**config.mk**
```make
export PLATFORM = sky130hd
export DESIGN_NAME = pll_holdover_ctrl
export DESIGN_NICKNAME = d
export VERILOG_FILES = /design/src/rtl/pll_hold_pkg.sv /design/src/rtl/hold_sync_edge.sv /design/src/rtl/hold_fsm.sv /design/src/rtl/hold_ch_gate.sv /design/src/rtl/pll_holdover_ctrl.sv
export SDC_FILE = /design/constraint.sdc
export NUM_CORES = 1
export LEC_CHECK = 0
export ABC_AREA = 1
export BUFFER_PORTS_ARGS = -buffer_cell sky130_fd_sc_hd__buf_2
export CAP_MARGIN = 20
export CORE_AREA = 4 4 41 43
export DETAILED_ROUTE_END_ITERATION = 7
export DIE_AREA = 0 0 45 47
export PLACE_DENSITY_LB_ADDON = 0.08
export SYNTH_ARGS = -nofsm -noshare
export SYNTH_HDL_FRONTEND = slang
export SYNTH_HIERARCHICAL = 1
export SYNTH_SLANG_ARGS = --single-unit
```
**constraint.sdc**
```tcl
create_clock -name clk_i -period 1 [get_ports clk_i]
set_input_delay 0 -clock clk_i [delete_from_list [all_inputs] [get_ports clk_i]]
set_output_delay 0 -clock clk_i [all_outputs]
set_load 0.02 [all_outputs]
```
**src/rtl/pll_hold_pkg.sv**
```systemverilog
package pll_hold_pkg;
  localparam int unsigned DEF_NUM_CH      = 4;
  localparam int unsigned DEF_SYNC_STAGES = 2;

  typedef struct packed {
    logic man;  // manual holdover active
    logic lol;  // loss-of-lock holdover active
  } hold_src_t;
endpackage

```
**src/rtl/hold_sync_edge.sv**
```systemverilog
module hold_sync_edge #(
  parameter int unsigned STAGES = 2
) (
  input  logic clk_i,
  input  logic rst_ni,
  input  logic sync_ni,
  input  logic hold_en_i,
  output logic sync_lvl_o,
  output logic fall_o,
  output logic pend_o
);
  localparam int unsigned LAST = STAGES;

  // reset to low so a pin held low through reset is not an edge
  logic [LAST:0] chain_q;

  always_ff @(posedge clk_i or negedge rst_ni) begin
    if (!rst_ni) chain_q <= '0;
    else         chain_q <= {chain_q[LAST-1:0], sync_ni};
  end

  assign sync_lvl_o = chain_q[LAST-1];
  assign fall_o     = chain_q[LAST] & ~chain_q[LAST-1];
  // raw fall seen before the edge stage has caught up: immediate entry
  assign pend_o     = hold_en_i & ~sync_ni & chain_q[LAST];

  a_r2_single_fall: assert property (@(posedge clk_i) disable iff (!rst_ni)
    fall_o |=> !fall_o);
endmodule

```
**src/rtl/hold_fsm.sv**
```systemverilog
module hold_fsm
  import pll_hold_pkg::*;
(
  input  logic      clk_i,
  input  logic      rst_ni,
  input  logic      ref_pfd_i,
  input  logic      lock_i,
  input  logic      hold_en_i,
  input  logic      auto_en_i,
  input  logic      sync_lvl_i,
  input  logic      sync_fall_i,
  output hold_src_t src_o,
  output logic      b_rst_o
);
  logic      pfd_q, pfd_rise;
  hold_src_t src_q, src_d;
  logic      any_q, any_d, b_rst_q, b_rst_d;

  assign pfd_rise = ref_pfd_i & ~pfd_q;
  assign any_q    = src_q.man | src_q.lol;

  always_comb begin
    src_d = src_q;
    if (!hold_en_i) begin
      src_d = '0;
    end else begin
      if (src_q.man) src_d.man = ~(sync_lvl_i & pfd_rise);
      else           src_d.man = sync_fall_i;
      if (src_q.lol) src_d.lol = ~(lock_i & pfd_rise);
      else           src_d.lol = auto_en_i & ~lock_i;
    end
  end

  assign any_d   = src_d.man | src_d.lol;
  assign b_rst_d = hold_en_i & pfd_rise & any_q & ~any_d;

  always_ff @(posedge clk_i or negedge rst_ni) begin
    if (!rst_ni) begin
      pfd_q   <= 1'b0;
      src_q   <= '0;
      b_rst_q <= 1'b0;
    end else begin
      pfd_q   <= ref_pfd_i;
      src_q   <= src_d;
      b_rst_q <= b_rst_d;
    end
  end

  assign src_o   = src_q;
  assign b_rst_o = b_rst_q;

  a_r1_disabled_clears: assert property (@(posedge clk_i) disable iff (!rst_ni)
    !hold_en_i |=> !any_q);
  a_r4_exit_on_pfd: assert property (@(posedge clk_i) disable iff (!rst_ni)
    ($fell(any_q) && $past(hold_en_i)) |-> $past(pfd_rise));
  a_r5_brst_single: assert property (@(posedge clk_i) disable iff (!rst_ni)
    b_rst_q |=> !b_rst_q);
  a_r5_brst_on_exit: assert property (@(posedge clk_i) disable iff (!rst_ni)
    b_rst_q |-> (!any_q && $past(any_q)));
endmodule

```
**src/rtl/hold_ch_gate.sv**
```systemverilog
module hold_ch_gate #(
  parameter int unsigned NUM_CH = 4
) (
  input  logic [NUM_CH-1:0] ign_i,
  input  logic              man_act_i,
  output logic [NUM_CH-1:0] en_o
);
  for (genvar g = 0; g < NUM_CH; g++) begin : g_ch
    assign en_o[g] = ign_i[g] | ~man_act_i;
  end
endmodule

```
**src/rtl/pll_holdover_ctrl.sv**
```systemverilog
module pll_holdover_ctrl
  import pll_hold_pkg::*;
#(
  parameter int unsigned NUM_CH      = DEF_NUM_CH,
  parameter int unsigned SYNC_STAGES = DEF_SYNC_STAGES
) (
  input  logic              clk_i,
  input  logic              rst_ni,
  input  logic              ref_pfd_i,
  input  logic              sync_ni,
  input  logic              lock_i,
  input  logic              hold_en_i,
  input  logic              auto_en_i,
  input  logic [NUM_CH-1:0] ign_sync_i,
  output logic              cp_tristate_o,
  output logic              b_rst_o,
  output logic              hold_o,
  output logic [NUM_CH-1:0] ch_en_o
);
  logic      sync_lvl, sync_fall, sync_pend, man_act;
  hold_src_t src;

  hold_sync_edge #(.STAGES(SYNC_STAGES)) u_sync (
    .clk_i      (clk_i),
    .rst_ni     (rst_ni),
    .sync_ni    (sync_ni),
    .hold_en_i  (hold_en_i),
    .sync_lvl_o (sync_lvl),
    .fall_o     (sync_fall),
    .pend_o     (sync_pend)
  );

  hold_fsm u_fsm (
    .clk_i       (clk_i),
    .rst_ni      (rst_ni),
    .ref_pfd_i   (ref_pfd_i),
    .lock_i      (lock_i),
    .hold_en_i   (hold_en_i),
    .auto_en_i   (auto_en_i),
    .sync_lvl_i  (sync_lvl),
    .sync_fall_i (sync_fall),
    .src_o       (src),
    .b_rst_o     (b_rst_o)
  );

  assign man_act       = src.man | sync_pend;
  assign cp_tristate_o = man_act | src.lol;
  assign hold_o        = cp_tristate_o;

  hold_ch_gate #(.NUM_CH(NUM_CH)) u_gate (
    .ign_i     (ign_sync_i),
    .man_act_i (man_act),
    .en_o      (ch_en_o)
  );

  a_r9_ch_on_when_running: assert property (@(posedge clk_i) disable iff (!rst_ni)
    !cp_tristate_o |-> (&ch_en_o));
  a_r5_brst_not_in_hold: assert property (@(posedge clk_i) disable iff (!rst_ni)
    b_rst_o |-> !src.man && !src.lol);
endmodule

```
==> impl_metrics.json <==
{
  "boundaryPins": 18,
  "die_x_um": 45,
  "clk_pin_slew_ps": 50,
  "cts_setup_buffers": 0,
  "clock_path_buffers": 2,
  "root_buffer": "clkbuf_4",
  "grt_pass1_vias": 294,
  "htree_levels": 1,
  "cp_data_required_time_ps": 1000,
  "crit_type": "reg2out",
  "p_int_mw": 0.523,
  "cpMaxStageDelayCell": "dfrtp_1",
  "finalCritPeriodShare_pct": 107,
  "diodes": 0,
  "cts_tree": "done",
  "final_nets": 80,
  "start_kind": "register",
  "hold_viol_final": 0,
  "hold_ws_ps": 34.4,
  "cts_buffers": 3,
  "seq_area_frac_synth_pct": 51.1,
  "grt_usage_pct": 7.65,
  "synthesis.area_um2": 343,
  "worst_r2r_path_depth": 6,
  "grt_antenna_before_repair": 0,
  "wl_per_cell_um": 8.49,
  "fill_cells": 143,
  "synth_area_leaders": "dfrtp_1 (51%), inv_1 (14%), nand2_1 (9.9%)",
  "p_leak_nw": 0.310,
  "vias": 316,
  "holdPathStages": 3,
  "power_frac_seq_pct": 43.0,
  "clk_latency_ps": 250,
  "rsz0062_at_grt": "yes",
  "power_density_nw_per_um2": 1350,
  "first_pass_iters": 2,
  "grt_overflow": 0,
  "setup_ws_ps": -73.6,
  "ys_ff_latch": 7,
  "worstReg2RegStart": "u_sync/chain_q[1]",
  "r2r_slack_ps": 90,
  "grt_first_pass_wirelength_um": 1100,
  "dpl.hpwl_um": 567,
  "slowest_delay_ps": 370,
  "remaining_drc_errors": 0,
  "holdPathEnd": "u_fsm/src_o[0]",
  "ys_warn_count": 6,
  "portBuffers": 17,
  "core_area_um2": 1300,
  "finalWirelength_um": 705,
  "violations": "setup timing",
  "cts.sinks": 7,
  "skew_ps": 3.05,
  "cap_violations": 0,
  "min_period_ps": 1070,
  "crit_path_cell_trace": "nand2_1, nor2_2, nor2_2, inv_2, nand2_1, buf_6",
  "worst-path-max-fanout": 4,
  "setup_viol": 6,
  "placementRows": 13,
  "finalMaxSlewViolations": 0,
  "r2r_end": "u_fsm/b_rst_o",
  "gp_congestion": 0.667,
  "synth_top_area_share_pct": 51.1,
  "start_util_pct": 26.3,
  "syn_nets": 56,
  "worst_pin_slew_ps": 159,
  "max_freq_ghz": 0.931,
  "slew_headroom_pct": 89.3,
  "worst_ir_drop_vdd_mv": 0.749,
  "syn_to_final_growth_pct": 54.4,
  "syn_avg_cell_area_um2": 7.62,
  "status": "complete, but fails checks",
  "combPwrFrac_pct": 21.8,
  "drtIter0Drc": 3,
  "ant_nets": 0,
  "via_per_inst": 3.81,
  "grt_max_degree": 8,
  "end_kind": "primary output",
  "synthCells": 45,
  "synth_area_leader_cell": "dfrtp_1",
  "drive_gt1_share_pct": 42.6,
  "crit_arrival_ps": 1070,
  "clock_power_share_pct": 35.2,
  "final_util_pct": 40.7,
  "min-delay-start": "hold_en_i",
  "p_total_mw": 0.715,
  "hold_class": "in2reg",
  "yosysUniqueCellTypes": 9,
  "die_h_um": 47,
  "power.switching_mw": 0.192,
  "die-area_um2": 2120,
  "switching_share_pct": 26.9
}
[routing by layer]
metal | GRT usage [%] | vias up | part of all wire, %
met1 | 7.93 | 134 | 41
li1 | - | 170 | -
met4 | 7.02 | 0 | 0
met5 | 0 | - | 0
met3 | 2.30 | 0 | 8.7
met2 | 12.4 | 12 | 50
[registers in the layout (all words and copies together), names as in the netlist]
register / count
u_fsm/src_o: 2
u_sync/chain_q: 3
u_fsm/pfd_q: 1
u_fsm/b_rst_o: 1
[metrics by stage]
stage	cells	instance area, um2	setup TNS, ps	setup slack (ps)
final	83	529	-395	-73.6
after detailed placement	76	439	0	83.0
after global placement	76	439	0	88.5
after floorplan	45	343	0	91.0
after global routing	83	529	-950	-169
after CTS	83	520	-501	-92.5
[power by group through the flow]
stage	Combinational (mW)	Sequential, mW	Clock [mW]
final	0.156	0.307	0.252
after CTS	0.150	0.308	0.264
after global routing	0.175	0.309	0.287
after floorplan	0.0782	0.312	0
after global placement	0.127	0.313	0
after detailed placement	0.126	0.312	0
[layout by cell type, fill, tap and decap left out]
master	instances
buf_6	5
nor2_2	5
dfrtp_1	7
nand3_1	2
clkbuf_4	3
inv_2	1
nand2_1	8
nand2_2	3
dlygate4sd3_1	3
clkbuf_1	1
nor2_1	5
a21oi_1	1
buf_2	12
inv_1	12
[cells by family after synthesis]
family	count (synthesis)	share of synthesized area [%]
AOI/OAI and AO/OA	1	1.46
and+or+nand+nor	23	31.0
buffers and inverters	14	16.4
DFF	7	51.1
[cells in the mapped netlist]
| cell type | number |
|---|---|
| inv_1 | 13 |
| nand2_1 | 9 |
| dfrtp_1 | 7 |
| nor2_1 | 5 |
| nor2_2 | 5 |
| nand2_2 | 2 |
| nand3_1 | 2 |
| a21oi_1 | 1 |
| buf_4 | 1 |
[layout make-up]
| cell class | count | area [um2] | area share, % |
|---|---|---|---|
| clock buffer | 4 | 26.3 | 4.96 |
| sequential | 7 | 175 | 33.1 |
| timing repair buffer | 20 | 146 | 27.7 |
| inverter | 13 | 48.8 | 9.22 |
| tap | 15 | 18.8 | 3.55 |
| multi-input combinational | 24 | 114 | 21.5 |
[worst max-delay path by stage]
| stage | slack, ps | end | startpoint | depth (start not counted) |
|---|---|---|---|---|
| after floorplan | 90 | hold_o | u_sync/chain_q[2] | 5 |
| after global placement | 90 | u_fsm/b_rst_o | u_sync/chain_q[1] | 6 |
| after detailed placement | 80 | u_fsm/b_rst_o | u_sync/chain_q[1] | 6 |
| after CTS | -90 | ch_en_o[3] | u_sync/chain_q[2] | 6 |
| after global routing | -170 | ch_en_o[3] | u_sync/chain_q[2] | 6 |
| final | -70 | ch_en_o[3] | u_sync/chain_q[2] | 6 |
[critical path, delay by kind of cell (launching register included)]
family,cells,cell delay (ps)
buffers and inverters,2,170
DFF,1,370
and+or+nand+nor,4,290
[what timing repair did]
action                                 CTS  global route
pin swaps                                1             1
cloned                                   0             0
hold buffers                             3             0
endpoints found under the hold margin    9             0
setup endpoints to repair                6             6
resized for setup                        9             3
No activity file was read; power rests on OpenSTA's default activity.
